===== config.mk =====
export PLATFORM = sky130hd
export DESIGN_NAME = msgchan_unit
export DESIGN_NICKNAME = d
export VERILOG_FILES = /design/src/rtl/msgchan_pkg.sv /design/src/rtl/msgchan_ctrl.sv /design/src/rtl/msgchan_dpath.sv /design/src/rtl/msgchan_unit.sv
export SDC_FILE = /design/constraint.sdc
export NUM_CORES = 1
export LEC_CHECK = 0
export ABC_CLOCK_PERIOD_IN_PS = 2600
export CAP_MARGIN = 20
export CORE_ASPECT_RATIO = 0.6
export CORE_UTILIZATION = 45
export DETAILED_ROUTE_END_ITERATION = 10
export PLACE_DENSITY = 0.78
export RECOVER_POWER = 100
export SYNTH_ARGS = -nofsm -noshare
export SYNTH_HDL_FRONTEND = slang
export SYNTH_SLANG_ARGS = --single-unit

===== constraint.sdc =====
create_clock -name clk -period 2.6 [get_ports clk]
set_input_delay 0.52 -clock clk [delete_from_list [all_inputs] [get_ports clk]]
set_output_delay 0.52 -clock clk [all_outputs]
set_load 0.02 [all_outputs]

===== src/rtl/msgchan_pkg.sv =====
package msgchan_pkg;
  typedef enum logic [1:0] {
    RD_INBOX = 2'd0,
    RD_SIG0  = 2'd1,
    RD_SIG1  = 2'd2,
    RD_NONE  = 2'd3
  } rdSel_e;

  // strobes from control to datapath
  typedef struct packed {
    logic       inWrEn;   // write inbound storage at wrIdx
    logic [1:0] sigLoad;  // host write per signal register
    logic [1:0] sigClr;   // core read clears per signal register
    logic [1:0] outLoad;  // core write per outbound slot
  } strobes_t;
endpackage


===== src/rtl/msgchan_ctrl.sv =====
module msgchan_ctrl
  import msgchan_pkg::*;
#(
  parameter int DEPTH = 4,
  parameter int PTR_W = 2,
  parameter int CNT_W = 3
) (
  input  logic             clk,
  input  logic             rstN,
  input  logic             hostInboxWr,
  input  logic [1:0]       hostSigWr,
  input  logic [1:0]       hostOutRd,
  input  logic             coreRdReq,
  input  logic [1:0]       coreRdSel,
  input  logic             coreWrReq,
  input  logic             coreWrSel,
  input  logic [1:0]       sigNonzero,
  output strobes_t         stb,
  output logic [PTR_W-1:0] wrIdx,
  output logic [PTR_W-1:0] rdIdx,
  output logic [CNT_W-1:0] inboxCount,
  output logic [1:0]       outFree,
  output logic [1:0]       sigCount,
  output logic             mboxIrq,
  output logic             inboxOverflow,
  output logic             coreStall
);
  localparam logic [PTR_W-1:0] LAST = PTR_W'(DEPTH - 1);
  localparam logic [CNT_W-1:0] FULL = CNT_W'(DEPTH);

  logic [PTR_W-1:0] wrPtr, rdPtr;
  logic [CNT_W-1:0] inCnt;
  logic [1:0]       outFull;
  logic             ovf;
  logic             inEmpty, inFull, inPop, inPush, inOverwrite;
  logic             rdBlocked, wrBlocked;
  logic [1:0]       sigRd;
  rdSel_e           sel;

  function automatic logic [PTR_W-1:0] nextPtr(input logic [PTR_W-1:0] p);
    return (p == LAST) ? '0 : p + 1'b1;
  endfunction

  assign sel     = rdSel_e'(coreRdSel);
  assign inEmpty = (inCnt == '0);
  assign inFull  = (inCnt == FULL);

  always_comb begin
    rdBlocked = 1'b0;
    if (coreRdReq) begin
      case (sel)
        RD_INBOX: rdBlocked = inEmpty;
        RD_SIG0:  rdBlocked = !sigNonzero[0];
        RD_SIG1:  rdBlocked = !sigNonzero[1];
        default:  rdBlocked = 1'b0;
      endcase
    end
  end

  assign wrBlocked   = coreWrReq && outFull[coreWrSel];
  assign coreStall   = rdBlocked || wrBlocked;

  assign inPop       = coreRdReq && (sel == RD_INBOX) && !rdBlocked;
  assign inPush      = hostInboxWr && (!inFull || inPop);
  assign inOverwrite = hostInboxWr && inFull && !inPop;
  assign sigRd[0]    = coreRdReq && (sel == RD_SIG0) && !rdBlocked;
  assign sigRd[1]    = coreRdReq && (sel == RD_SIG1) && !rdBlocked;

  always_comb begin
    stb         = '0;
    stb.inWrEn  = hostInboxWr;
    stb.sigLoad = hostSigWr;
    stb.sigClr  = sigRd;
    if (coreWrReq && !wrBlocked) stb.outLoad[coreWrSel] = 1'b1;
  end

  assign wrIdx = inOverwrite ? ((wrPtr == '0) ? LAST : wrPtr - 1'b1) : wrPtr;
  assign rdIdx = rdPtr;

  always_ff @(posedge clk or negedge rstN) begin
    if (!rstN) begin
      wrPtr <= '0;
      rdPtr <= '0;
      inCnt <= '0;
      ovf   <= 1'b0;
    end else begin
      if (inPush) wrPtr <= nextPtr(wrPtr);
      if (inPop)  rdPtr <= nextPtr(rdPtr);
      case ({inPush, inPop})
        2'b10:   inCnt <= inCnt + 1'b1;
        2'b01:   inCnt <= inCnt - 1'b1;
        default: inCnt <= inCnt;
      endcase
      if (inOverwrite) ovf <= 1'b1;
    end
  end

  for (genvar i = 0; i < 2; i++) begin : gOut
    always_ff @(posedge clk or negedge rstN) begin
      if (!rstN)               outFull[i] <= 1'b0;
      else if (stb.outLoad[i]) outFull[i] <= 1'b1;
      else if (hostOutRd[i])   outFull[i] <= 1'b0;
    end
  end

  assign inboxCount    = inCnt;
  assign outFree       = ~outFull;
  assign sigCount      = sigNonzero;
  assign mboxIrq       = outFull[1];
  assign inboxOverflow = ovf;
endmodule


===== src/rtl/msgchan_dpath.sv =====
module msgchan_dpath
  import msgchan_pkg::*;
#(
  parameter int DATA_W = 32,
  parameter int DEPTH  = 4,
  parameter int PTR_W  = 2
) (
  input  logic              clk,
  input  logic              rstN,
  input  strobes_t          stb,
  input  logic [PTR_W-1:0]  wrIdx,
  input  logic [PTR_W-1:0]  rdIdx,
  input  logic [DATA_W-1:0] hostWrData,
  input  logic [1:0]        sigOrMode,
  input  logic [DATA_W-1:0] coreWrData,
  input  logic [1:0]        coreRdSel,
  output logic [DATA_W-1:0] coreRdData,
  output logic [DATA_W-1:0] hostOut0Data,
  output logic [DATA_W-1:0] hostOut1Data,
  output logic [1:0]        sigNonzero
);
  logic [DATA_W-1:0] inMem   [DEPTH];
  logic [DATA_W-1:0] sigVal  [2];
  logic [DATA_W-1:0] outData [2];

  always_ff @(posedge clk or negedge rstN) begin
    if (!rstN) begin
      for (int k = 0; k < DEPTH; k++) inMem[k] <= '0;
    end else if (stb.inWrEn) begin
      inMem[wrIdx] <= hostWrData;
    end
  end

  for (genvar i = 0; i < 2; i++) begin : gChan
    logic [DATA_W-1:0] sigBase, sigNext;
    always_comb begin
      sigBase = stb.sigClr[i] ? '0 : sigVal[i];
      sigNext = sigBase;
      if (stb.sigLoad[i]) sigNext = sigOrMode[i] ? (sigBase | hostWrData) : hostWrData;
    end
    always_ff @(posedge clk or negedge rstN) begin
      if (!rstN) sigVal[i] <= '0;
      else       sigVal[i] <= sigNext;
    end
    always_ff @(posedge clk or negedge rstN) begin
      if (!rstN)               outData[i] <= '0;
      else if (stb.outLoad[i]) outData[i] <= coreWrData;
    end
    assign sigNonzero[i] = |sigVal[i];
  end

  always_comb begin
    case (rdSel_e'(coreRdSel))
      RD_INBOX: coreRdData = inMem[rdIdx];
      RD_SIG0:  coreRdData = sigVal[0];
      RD_SIG1:  coreRdData = sigVal[1];
      default:  coreRdData = '0;
    endcase
  end

  assign hostOut0Data = outData[0];
  assign hostOut1Data = outData[1];
endmodule


===== src/rtl/msgchan_unit.sv =====
module msgchan_unit
  import msgchan_pkg::*;
#(
  parameter int DATA_W = 32,
  parameter int DEPTH  = 4,
  localparam int PTR_W = (DEPTH > 1) ? $clog2(DEPTH) : 1,
  localparam int CNT_W = $clog2(DEPTH + 1)
) (
  input  logic              clk,
  input  logic              rstN,
  input  logic              hostInboxWr,
  input  logic [DATA_W-1:0] hostWrData,
  input  logic [1:0]        hostSigWr,
  input  logic [1:0]        sigOrMode,
  input  logic [1:0]        hostOutRd,
  output logic [DATA_W-1:0] hostOut0Data,
  output logic [DATA_W-1:0] hostOut1Data,
  input  logic              coreRdReq,
  input  logic [1:0]        coreRdSel,
  output logic [DATA_W-1:0] coreRdData,
  input  logic              coreWrReq,
  input  logic              coreWrSel,
  input  logic [DATA_W-1:0] coreWrData,
  output logic              coreStall,
  output logic [CNT_W-1:0]  inboxCount,
  output logic [1:0]        outFree,
  output logic [1:0]        sigCount,
  output logic              mboxIrq,
  output logic              inboxOverflow
);
  strobes_t         stb;
  logic [PTR_W-1:0] wrIdx, rdIdx;
  logic [1:0]       sigNonzero;

  msgchan_ctrl #(.DEPTH(DEPTH), .PTR_W(PTR_W), .CNT_W(CNT_W)) uCtrl (
    .clk, .rstN, .hostInboxWr, .hostSigWr, .hostOutRd, .coreRdReq, .coreRdSel,
    .coreWrReq, .coreWrSel, .sigNonzero, .stb, .wrIdx, .rdIdx, .inboxCount,
    .outFree, .sigCount, .mboxIrq, .inboxOverflow, .coreStall
  );

  msgchan_dpath #(.DATA_W(DATA_W), .DEPTH(DEPTH), .PTR_W(PTR_W)) uDpath (
    .clk, .rstN, .stb, .wrIdx, .rdIdx, .hostWrData, .sigOrMode, .coreWrData,
    .coreRdSel, .coreRdData, .hostOut0Data, .hostOut1Data, .sigNonzero
  );
endmodule


==> results by group <==
Run status
  – Outcome: finished, violations left
  – Failing checks: negative setup slack

Timing
  – Clock skew: 0.00893 ns
  – Final Max Tran Viols: 0
  – Fin. Hold Viols: 0
  – Worst relative slew slack: 0.0359
  – Worst-margin pin slew: 1.45 ns
  – RSZ-0062 raised after global routing: true
  – WHS: 0.464 ns
  – Setup ws final: -0.210 ns
  – Fin crit share: 1.08
  – Peak Freq: 356 MHz
  – Tmin final: 2.81 ns
  – Final setup violation count: 136

Placed design
  – Placed cells: 1382
  – GP Congestion: 0.868
  – Pre-CTS setup slack: -0.467 ns
  – Placed Area: 14900 um2
  – PortBufs: 183
  – Detailed placement HPWL: 21600 um

Detailed routing
  – DR WL/cell: 22.5 um
  – First-pass DRT Iterations: 4
  – DRC Markers: 0
  – Routed wire length: 32300 um
  – Routed vias: 8024
  – Vias per cell: 5.60
  – DRT iter0 DRCs: 558
  – Routed Antenna Nets: 0

Synthesis
  – Synth top area share: 0.558
  – Sequential-to-total area share from yosys stat: 0.558
  – Yosys cell types: 38
  – Yosys warning count: 0
  – Largest area contributor in the netlist: dfrtp_1
  – Synthesized area: 11900 um2
  – Gate Count Post-Synth: 791
  – Area contributors post-synth: dfrtp_1 56%, mux2_2 10%, mux2_4 10%, mux4_2 6.0%, a22o_1 4.7%
  – Synthesized area per cell: 15.1 um2
  – Flops & latches, synth: 266
  – Syn Nets: 874

CTS
  – CTS Buf Count: 25
  – Reg clk slew, reported paths: 0.06 ns
  – Clk Latency, worst-skew pair: 0.53 ns
  – CTS tree: yes
  – Clock buffer depth: 3
  – CTS root buffer: clkbuf_16
  – # H-tree levels: 1
  – Clk sink count: 266

Global routing
  – Tot GR Track Use: 0.245
  – First-pass GRT wire length: 50700 um
  – Initial antenna violation count: 0
  – Largest net degree at the start of global routing: 67
  – Gr ovfl total: 0
  – Vias in the first global route: 8488

Pwr
  – Sequential share of power: 0.378
  – Worst ir drop on vdd: 0.000525 V
  – P per Cell Area: 1080 nW/um2
  – Sw Share: 0.318
  – Lkg Pwr: 0.00705 uW
  – Combinational power share: 0.415
  – Pint: 11700 uW
  – Clock share of power: 0.207
  – Total power: 17200 uW
  – NetSw: 5460 uW

Finish
  – Antenna cells: 0
  – NumNets Final: 1148
  – Share of cells above drive strength 1: 0.422
  – Finished Layout Cells: 1434
  – Final instance area: 15900 um2
  – Area grow syn2layout: 33.0%
  – Fill cells: 1932
  – Most frequent cells in the layout: 264 x dfrtp_1, 111 x mux2_2, 90 x buf_4
  – Commonest non-fill, non-tap cell in the layout: dfrtp_1

Hold path
  – Worst hold path type: reg -> reg

Die
  – Full die area: 27200 um2
  – Core box area: 25600 um2
  – Initial Util: 0.465
  – # rows: 45
  – Die extent in x: 212 um
  – Die Span Y: 128 um
  – Io pins: 184

Critical path
  – CP Capture Type: output pin
  – CP cell instances: nor4_4 -> nand2_1 -> nor4_2 -> buf_4 -> inv_2 -> o21ai_2 -> a21o_1 -> buf_6
  – Crit-path max cell delay: 0.41 ns
  – Worst Path Arrival: 2.29 ns
  – Critical Path Start Type: register
  – CP Max Fanout: 2
  – Slowest CP cell: dfrtp_1
  – CP required: 2.08 ns
  – Critical path type: reg -> out
  – Reg2Reg Setup Slack: 0.05 ns

Flow run
  – Max Cap Violations: 0
Yosys cell counts:
library cell    n
nor3b_1         1
xnor2_1         1
o21ai_0        35
nand4_1         2
buf_2          12
xor2_1          2
mux2i_1        33
ha_1            4
nand2b_1        1
nand3b_1        2
o21bai_1        1
nor3_2          2
buf_6          13
a2bb2oi_2       1
or3b_4          1
nand3_2         1
mux2_2        111
buf_4           1
nor3_1          3
nand3_1         4
dfrtp_1       266
o21ai_2         2
a21o_1          3
fa_1            1
nor2_1          5
and3_4          1
mux4_2         32
a22o_1         64
nor2b_1         2
buf_1           4
clkbuf_1       23
a21boi_2        2
mux2_4         80
inv_1          11
nand2_1        40
mux2_1          5
a32oi_1         1
nor4_1         18
logic make-up (layout without fill, tap and decap cells):
logic type      after synthesis  after routing  synth area share
compound gates              109            109            0.0696
xor+xnor                      3              3           0.00220
fa+ha+maj                     5              5           0.00588
buf+inv                      64            355            0.0299
flops                       266            266             0.558
mux                         261            261             0.299
simple gates                 83             83            0.0355
routing by layer:
| metal | global-route usage | up-vias | routed length [um] |
|---|---|---|---|
| met2 | 0.368 | 240 | 14700 |
| met1 | 0.372 | 4255 | 15200 |
| met3 | 0.0456 | 38 | 1920 |
| li1 | - | 3491 | - |
| met5 | 0 | - | 0 |
| met4 | 0.0503 | 0 | 430 |
path summary, 6_finish.rpt:
kind                            cells after the start                 from                   to
max in group asynchronous                           3                 rstN       uCtrl.rdIdx[0]
worst min register to register                      1  uCtrl.inboxOverflow  uCtrl.inboxOverflow
min in group asynchronous                           2                 rstN    uDpath.inMem[122]
worst max register to register                      8     uDpath.sigVal[6]    uDpath.sigVal[31]
worst max-delay path                                8     uDpath.sigVal[6]            coreStall
worst min-delay path                                1  uCtrl.inboxOverflow  uCtrl.inboxOverflow
layout make-up:
type                       instances  area (um2)  share of cell area
sequential                       266        6660               0.420
multi-input combinational        461        5130               0.324
timing repair buffer             300        2800               0.177
clock buffer                      36         737              0.0465
tap                              352         440              0.0278
inverter                          11        41.3             0.00260
clock inverter                     8        40.0             0.00253
metrics by stage:
step                       util  setup TNS (ns)
final                     0.619           -8.07
after global routing      0.619          -19.03
after CTS                 0.620           -3.56
after detailed placement  0.582          -41.61
after global placement    0.582          -41.67
after floorplan               -               0
what timing repair did:
item / 4_1_cts / 5_1_grt
gates resized for setup: 251 / 35
pin swaps: 6 / 11
cloned: 2 / 0
setup buffers: 5 / 3
setup endpoints to repair: 48 / 43
hold endpoints to repair: 51 / 0
hold buffers: 1 / 0
power groups by stage:
stage               Combinational, uW  Sequential [uW]  Clock [uW]
floorplan                        4290             6520           0
global placement                 6720             6440           0
detailed placement               6890             6500           0
CTS                              7240             6460        3610
global route                     7550             6650        3780
finish                           7110             6490        3550
sequential cells by signal (all words and copies together) (netlist names):
signal / flops
uCtrl.inboxCount: 3
uCtrl.inboxOverflow: 1
uCtrl.mboxIrq: 1
uCtrl.outFull: 1
uCtrl.rdIdx: 2
uCtrl.wrPtr: 2
uDpath.hostOut0Data: 32
uDpath.hostOut1Data: 32
uDpath.inMem: 128
uDpath.sigVal: 64
critical path, delay by kind of cell (launching register included):
family                 cells  cell delay [ns]
AO/OA/AOI/OAI              2             0.29
buffers and inverters      3             0.32
flip-flops                 1             0.41
AND/OR/NAND/NOR            3             0.73
(Power assumes the default switching activity.)
